File: src/rtl/dma_cmd_pkg.sv
package dma_cmd_pkg;

  localparam logic [1:0] SEL_CMD = 2'd0;
  localparam logic [1:0] SEL_LEN = 2'd1;
  localparam logic [1:0] SEL_STA = 2'd2;  // port A; port p uses SEL_STA + p

  localparam logic [7:0] CODE_LOAD  = 8'hCF;
  localparam logic [7:0] CODE_CONT  = 8'hD3;
  localparam logic [7:0] CODE_EN    = 8'h87;
  localparam logic [7:0] CODE_DIS   = 8'h83;
  localparam logic [7:0] CODE_FRC   = 8'hB3;
  localparam logic [7:0] CODE_IEN   = 8'hAB;
  localparam logic [7:0] CODE_IDIS  = 8'hAF;

  typedef enum logic [2:0] {
    ACT_NONE,
    ACT_LOAD,
    ACT_CONT,
    ACT_EN,
    ACT_DIS,
    ACT_FRC,
    ACT_IEN,
    ACT_IDIS
  } cmd_act_e;

endpackage

File: src/rtl/dma_cmd_decode.sv
module dma_cmd_decode
  import dma_cmd_pkg::*;
(
  input  logic [7:0] code,
  output cmd_act_e   act,
  output logic       restart
);

  always_comb begin
    case (code)
      CODE_LOAD: act = ACT_LOAD;
      CODE_CONT: act = ACT_CONT;
      CODE_EN:   act = ACT_EN;
      CODE_DIS:  act = ACT_DIS;
      CODE_FRC:  act = ACT_FRC;
      CODE_IEN:  act = ACT_IEN;
      CODE_IDIS: act = ACT_IDIS;
      default:   act = ACT_NONE;
    endcase
  end

  assign restart = (act == ACT_LOAD) || (act == ACT_CONT);

endmodule

File: src/rtl/dma_port_ctr.sv
module dma_port_ctr #(
  parameter int ADDR_W = 16
) (
  input  logic              clk,
  input  logic              rst_n,
  input  logic              fixed,
  input  logic              load,
  input  logic              step,
  input  logic [ADDR_W-1:0] start,
  output logic [ADDR_W-1:0] addr
);

  logic [ADDR_W-1:0] addr_q, addr_d;
  logic              addr_en;

  always_comb begin
    addr_en = !fixed && (load || step);
    addr_d  = load ? start : addr_q + 1'b1;
  end

  always_ff @(posedge clk or negedge rst_n) begin
    if (!rst_n)       addr_q <= '0;
    else if (addr_en) addr_q <= addr_d;
  end

  assign addr = addr_q;

endmodule

File: src/rtl/dma_cmd_ctrl.sv
module dma_cmd_ctrl
  import dma_cmd_pkg::*;
#(
  parameter int DATA_W = 16,
  parameter int ADDR_W = 16,
  parameter int CNT_W  = 16
) (
  input  logic              clk,
  input  logic              rst_n,
  input  logic              wr_en,
  input  logic [1:0]        wr_sel,
  input  logic [DATA_W-1:0] wr_data,
  input  logic              xfer,
  input  logic              fix_a,
  input  logic              fix_b,
  output logic              active,
  output logic [CNT_W-1:0]  byte_cnt,
  output logic [ADDR_W-1:0] addr_a,
  output logic [ADDR_W-1:0] addr_b,
  output logic              force_rdy,
  output logic              irq
);

  localparam int NPORT = 2;

  // reset synchronizer: asynchronous assert, synchronous release
  logic [1:0] rst_sync_q;
  logic       rst_i_n;
  always_ff @(posedge clk or negedge rst_n) begin
    if (!rst_n) rst_sync_q <= 2'b00;
    else        rst_sync_q <= {rst_sync_q[0], 1'b1};
  end
  assign rst_i_n = rst_sync_q[1];

  // control byte decode
  cmd_act_e act;
  logic     is_restart;
  dma_cmd_decode u_dec (
    .code    (wr_data[7:0]),
    .act     (act),
    .restart (is_restart)
  );

  logic cmd_wr, len_wr;
  assign cmd_wr = wr_en && (wr_sel == SEL_CMD);
  assign len_wr = wr_en && (wr_sel == SEL_LEN);

  // state registers
  logic             active_q, active_d;
  logic             primed_q, primed_d;
  logic             frc_q, frc_d;
  logic             ie_q, ie_d;
  logic             irq_q, irq_d;
  logic [CNT_W-1:0] cnt_q, cnt_d, cnt_inc;
  logic [CNT_W-1:0] len_q;
  logic             cnt_en;

  logic accept, do_load, do_cont, step, blk_end;

  always_comb begin
    accept  = active_q || primed_q;
    do_load = cmd_wr && (act == ACT_LOAD) && accept;
    do_cont = cmd_wr && (act == ACT_CONT) && accept;
    step    = active_q && xfer && !cmd_wr;
    cnt_inc = cnt_q + 1'b1;
    blk_end = step && (cnt_inc == len_q);
  end

  // next-state logic
  always_comb begin
    active_d = active_q;
    primed_d = primed_q;
    frc_d    = frc_q;
    ie_d     = ie_q;
    irq_d    = irq_q;
    if (cmd_wr) begin
      primed_d = !is_restart;
      case (act)
        ACT_EN:   active_d = 1'b1;
        ACT_DIS:  active_d = 1'b0;
        ACT_FRC:  frc_d    = 1'b1;
        ACT_LOAD: if (do_load) frc_d = 1'b0;
        ACT_IEN:  ie_d     = 1'b1;
        ACT_IDIS: begin
          ie_d  = 1'b0;
          irq_d = 1'b0;
        end
        default: ;
      endcase
    end else if (blk_end) begin
      active_d = 1'b0;
      primed_d = 1'b0;
      if (ie_q) irq_d = 1'b1;
    end
  end

  always_comb begin
    cnt_en = do_load || do_cont || step;
    cnt_d  = (do_load || do_cont) ? '0 : cnt_inc;
  end

  // register processes
  always_ff @(posedge clk or negedge rst_i_n) begin
    if (!rst_i_n) begin
      active_q <= 1'b0;
      primed_q <= 1'b0;
      frc_q    <= 1'b0;
      ie_q     <= 1'b0;
      irq_q    <= 1'b0;
    end else begin
      active_q <= active_d;
      primed_q <= primed_d;
      frc_q    <= frc_d;
      ie_q     <= ie_d;
      irq_q    <= irq_d;
    end
  end

  always_ff @(posedge clk or negedge rst_i_n) begin
    if (!rst_i_n)    cnt_q <= '0;
    else if (cnt_en) cnt_q <= cnt_d;
  end

  always_ff @(posedge clk or negedge rst_i_n) begin
    if (!rst_i_n)    len_q <= '0;
    else if (len_wr) len_q <= wr_data[CNT_W-1:0];
  end

  // per-port start registers and address counters
  logic [NPORT-1:0]  fix_vec;
  logic [ADDR_W-1:0] addr_arr [NPORT];
  assign fix_vec = {fix_b, fix_a};

  for (genvar p = 0; p < NPORT; p++) begin : g_port
    logic [ADDR_W-1:0] start_q;
    logic              start_wr;
    assign start_wr = wr_en && (wr_sel == SEL_STA + 2'(p));

    always_ff @(posedge clk or negedge rst_i_n) begin
      if (!rst_i_n)      start_q <= '0;
      else if (start_wr) start_q <= wr_data[ADDR_W-1:0];
    end

    dma_port_ctr #(.ADDR_W(ADDR_W)) u_ctr (
      .clk   (clk),
      .rst_n (rst_i_n),
      .fixed (fix_vec[p]),
      .load  (do_load),
      .step  (step),
      .start (start_q),
      .addr  (addr_arr[p])
    );
  end

  assign active    = active_q;
  assign byte_cnt  = cnt_q;
  assign addr_a    = addr_arr[0];
  assign addr_b    = addr_arr[1];
  assign force_rdy = frc_q;
  assign irq       = irq_q;

endmodule

File: config.mk
export PLATFORM = sky130hd
export DESIGN_NAME = dma_cmd_ctrl
export DESIGN_NICKNAME = d
export VERILOG_FILES = /design/src/rtl/dma_cmd_pkg.sv /design/src/rtl/dma_cmd_decode.sv /design/src/rtl/dma_port_ctr.sv /design/src/rtl/dma_cmd_ctrl.sv
export SDC_FILE = /design/constraint.sdc
export NUM_CORES = 1
export LEC_CHECK = 0
export CORE_MARGIN = 2
export CORE_UTILIZATION = 60
export CTS_BUF_LIST = sky130_fd_sc_hd__clkbuf_8
export CTS_CLUSTER_DIAMETER = 40
export CTS_CLUSTER_SIZE = 25
export DETAILED_ROUTE_END_ITERATION = 10
export PLACE_DENSITY = 0.86
export SLEW_MARGIN = 0
export SYNTH_ARGS = -nofsm -noshare
export SYNTH_HDL_FRONTEND = slang
export SYNTH_SLANG_ARGS = --single-unit
File: constraint.sdc
create_clock -name clk -period 9.49 [get_ports clk]
set_input_delay 1.898 -clock clk [delete_from_list [all_inputs] [get_ports clk]]
set_output_delay 1.898 -clock clk [all_outputs]
set_load 0.03 [all_outputs]
==> summary.md <==
| Metric | Value |
|---|---|
| Worst endpoint data arrival time | `4.83 ns` |
| Depth of the worst register-to-register path | `6` |
| Routability congestion estimate from global placement | `0.889` |
| Cell with the biggest individual delay on the critical path | `a31oi_1` |
| Setup repair after global routing missed its margin | `no` |
| Area growth from synthesis to layout | `17.9%` |
| Switch Pwr | `between 0.2 and 0.3 mW` |
| Critical Path RT | `about 9.8 ns` |
| Highest achievable clock rate | `0.220 GHz` |
| TritonCTS clock tree | `yes` |
| Leakage power summed over all cells | `around 2.6 nW` |
| Syn nets | `554` |
| Global-route wire length before repair | `about 22000 um` |
| Number of buffers and inverters on the critical path | `2` |
| Portion of the clock cycle consumed by the worst path in the final layout | `between 40% and 50%` |
| Resized cells post-CTS | `0` |
| Clock tree sinks | `roughly 100` |
| Die extent in y | `99 um` |
| CP cell instances | `clkdlybuf4s50_1 -> xor2_1 -> a21o_1 -> a31oi_1 -> or4_1 -> buf_4 -> mux2_2 -> a21oi_1` |
| Number of instances in the synthesized netlist | `527` |
| Final Hold Fails | `0` |
| Worst slew pin tran | `0.946 ns` |
| Clock Power Share | `between 20% and 30%` |
| Half-perimeter wire length after placement | `9430 um` |
| Total power divided by cell area | `approximately 150 nW/um^2` |
| Vias | `4509` |
| Worst setup slack after placement | `between 4 and 5 ns` |
| Detailed-router iteration count before antenna repair | `6` |
| Inserted Clock Buffers | `9` |
| Global-route usage over all layers | `about 28%` |
| Setup Buffers After CTS | `0` |
| Class of the tightest hold or removal check | `reg -> async` |
| Finished Core Util | `around three quarters` |
| Slack of the worst reg-to-reg path | `6.75 ns` |
| Minimum setup slack in the final design | `just under 5 ns` |
| Syn Area/Cell | `approximately 10 sq um` |
| Cell family with the largest share of critical-path delay | `buffers and inverters` |
| Initial antenna violation count | `0` |
| R2R Path End | `irq` |
| Synthesized area | `approximately 5400 sq um` |
| Yosys warning count | `0` |
| Maximum number of pins on one net before global-route repair | `between 70 and 80` |
| Final setup violation count | `0` |
| Starting Density | `62.1%` |
| Final routed DRC violation total | `0` |
| Delay contributed by the slowest stage of the critical path | `0.67 ns` |
| Endpoint of the most critical setup path | `g_port[1].u_ctr.addr[7]` |
| Core region area | `between 8000 and 9000 sq um` |
| Detail-routed via count per cell | `around 6.4` |
| Detail Route Antenna Nets | `0` |
| Share of final-layout standard cells stronger than drive strength 1 | `12.8%` |
| Ports | `75` |
| Die area | `9800 sq um` |
| Number of diodes added for antenna fixing | `0` |
| Overall overflow remaining after global route | `0` |
| Final count of pins violating max slew | `0` |
| Status | `completed` |
| Crit path capture type | `register` |
| Port Buf Inserts | `74` |
| Routed WL | `around 13000 um` |
| Startpoint kind of the worst setup timing path | `primary input` |
| Number of synthesized flops with an enable pin | `0` |
| Post-synthesis register bit count | `between 100 and 150` |
| Combinational fraction of design power | `between 10% and 20%` |
| Average wire per standard cell | `~19 um` |
| Internal power component | `slightly below 0.7 mW` |
| Max_slew headroom | `36.4%` |
| Number of logic stages on the critical path including buffering | `8` |
| Initial DRC Count | `330` |
| Origin of the worst setup path | `wr_data[6]` |
| Number of nets in the layout | `a little over 600` |
| Max H-tree Level | `3` |
| Max clock buf depth | `2` |
| Number of global-route vias before repair | `around 4400` |
| Maximum capacitance violations | `0` |
| Part of the Yosys area used for sequential elements | `47.6%` |
| Sequential cell fraction of total power | `a little under three fifths` |
| Clock skew after layout | `between 0.015 and 0.02 ns` |
| Setup TNS | `0 ns` |
| Number of buffers added to fix hold violations after cts | `0` |
| Final Critical Period | `between 4 and 5 ns` |
| Reg clk slew, reported paths | `roughly 0.10 ns` |
| Number of rows in the core area | `34` |
| Number of distinct library cells after synthesis | `60` |
| Main synth FF type | `dfrtp_1` |
| Type of the worst setup path | `in -> reg` |
| Highest fanout seen on the critical path | `37` |
| Die extent in x | `approximately 99 um` |
| Latest clock arrival within the worst-skew pair | `between 0.3 and 0.4 ns` |
| Fraction of registers with async set/reset | `100%` |
| Clock root buffer | `clkbuf_8` |
| Switching power as a share of total power | `between 20% and 30%` |
| Critical R2R Launch | `byte_cnt[0]` |
| Fillers | `between 600 and 700` |
| Max IR drop VDD | `slightly above 0.09 mV` |
-- state kept, by name (all words and copies together), names as in the netlist, 2 cells and up --
signal	flops
g_port.start_q	32
len_q	16
byte_cnt	16
g_port.u_ctr.addr	32
rst_sync_q	2
-- worst register-to-register path, delay by kind of cell (launching register included) --
family / cells / cell delay [ns]
compound gates: 3 / 1.06
fa+ha+maj: 1 / 0.27
flops: 1 / 0.47
simple gates: 2 / 0.87
-- cell families after synthesis --
kind of cell,synth area share [%]
AND/OR/NAND/NOR,19.6
flip-flops,47.6
AO/OA/AOI/OAI,11.6
multiplexers,10.5
buffers and inverters,3.35
XOR/XNOR,6.58
adder cells (fa/ha/maj),0.693
other,0.0692
-- power by group through the flow --
stage	combinational [mW]	clock [mW]	sequential, mW
floorplan	0.0943	0	0.551
global placement	0.163	0	0.539
detailed placement	0.172	0	0.541
CTS	0.173	0.266	0.533
global route	0.187	0.280	0.541
finish	0.173	0.260	0.534
-- through the flow --
stage	hold slack, ns	cell area, sq um	power [mW]	std cells
floorplan	0.331	5420	0.645	527
global route	0.267	6380	1.01	702
finish	0.237	6380	0.968	702
detailed placement	0.239	6200	0.713	686
CTS	0.249	6380	0.973	702
global placement	0.237	6200	0.702	686
-- cell type report --
| type | count | area [sq um] | share of cell area (%) |
|---|---|---|---|
| Inverter | 15 | 56.3 | 0.882 |
| Clock buffer | 11 | 151 | 2.37 |
| Timing Repair Buffer | 78 | 771 | 12.1 |
| Multi-Input combinational cell | 382 | 2660 | 41.6 |
| Tap cell | 108 | 135 | 2.12 |
| Sequential cell | 103 | 2580 | 40.4 |
| Clock inverter | 5 | 33.8 | 0.529 |
-- per-layer routing --
layer | part of all wire, % | vias to the layer above | wire [um] | track usage, %
met5 | 0 | - | 0 | 0
met3 | 7.3 | 43 | 972 | 5.60
met2 | 49 | 230 | 6480 | 46.0
met1 | 41 | 2178 | 5410 | 37.2
met4 | 3.0 | 0 | 402 | 10.4
li1 | - | 2058 | - | -
-- how the worst min path moves through the flow --
stage	start	endpoint	slack (ns)	cells after the start
after CTS	rst_sync_q[1]	g_port[1].u_ctr.addr[5]	0.25	0
after detailed placement	rst_sync_q[1]	g_port[1].start_q[10]	0.24	0
after global routing	rst_sync_q[1]	g_port[1].u_ctr.addr[7]	0.27	0
after floorplan	rst_sync_q[0]	rst_sync_q[1]	0.33	0
after global placement	rst_sync_q[1]	g_port[1].start_q[12]	0.24	0
final	rst_sync_q[1]	g_port[1].start_q[10]	0.24	0
-- layout by cell type (no fill, tap or decap), drive strengths merged, types with 3 or more instances in the layout --
cell / n
dfrtp: 103
clkdlybuf4s50: 74
mux2: 48
nor2: 39
nor3: 38
nand2: 32
nand3: 25
xnor2: 20
xor2: 18
inv: 16
a21oi: 16
a211oi: 15
nand4: 13
nor4: 12
clkbuf: 11
o21ai: 11
and3: 7
nor2b: 5
o22ai: 5
o22a: 5
o32ai: 5
o31ai: 5
or4: 4
or3: 4
buf: 4
a31oi: 3
o211ai: 3
o2bb2a: 3
a2bb2oi: 3
nand3b: 3
mux2i: 3
o21a: 3
and4: 3
ha: 3
clkinv: 3
-- cells in the mapped netlist (4+ instances only) --
| master | n | area (sq um) |
|---|---|---|
| nand2_1 | 32 | 120 |
| nor4_1 | 10 | 62.6 |
| mux2_2 | 48 | 541 |
| nand3_1 | 24 | 120 |
| o31ai_1 | 4 | 30.0 |
| xnor2_1 | 20 | 175 |
| a21oi_1 | 16 | 80.1 |
| xor2_1 | 18 | 158 |
| buf_2 | 10 | 50.1 |
| or3_1 | 4 | 25.0 |
| clkbuf_1 | 15 | 56.3 |
| inv_1 | 15 | 56.3 |
| nor3_1 | 38 | 190 |
| nand4_1 | 13 | 81.3 |
| dfrtp_1 | 103 | 2580 |
| o32ai_1 | 5 | 43.8 |
| o22ai_1 | 5 | 31.3 |
| o22a_1 | 5 | 43.8 |
| nor2b_1 | 5 | 31.3 |
| or4_1 | 4 | 30.0 |
| o21ai_0 | 9 | 45.0 |
| and3_1 | 7 | 43.8 |
| a211oi_1 | 15 | 113 |
| nor2_1 | 39 | 146 |
(Power assumes the default switching activity.)
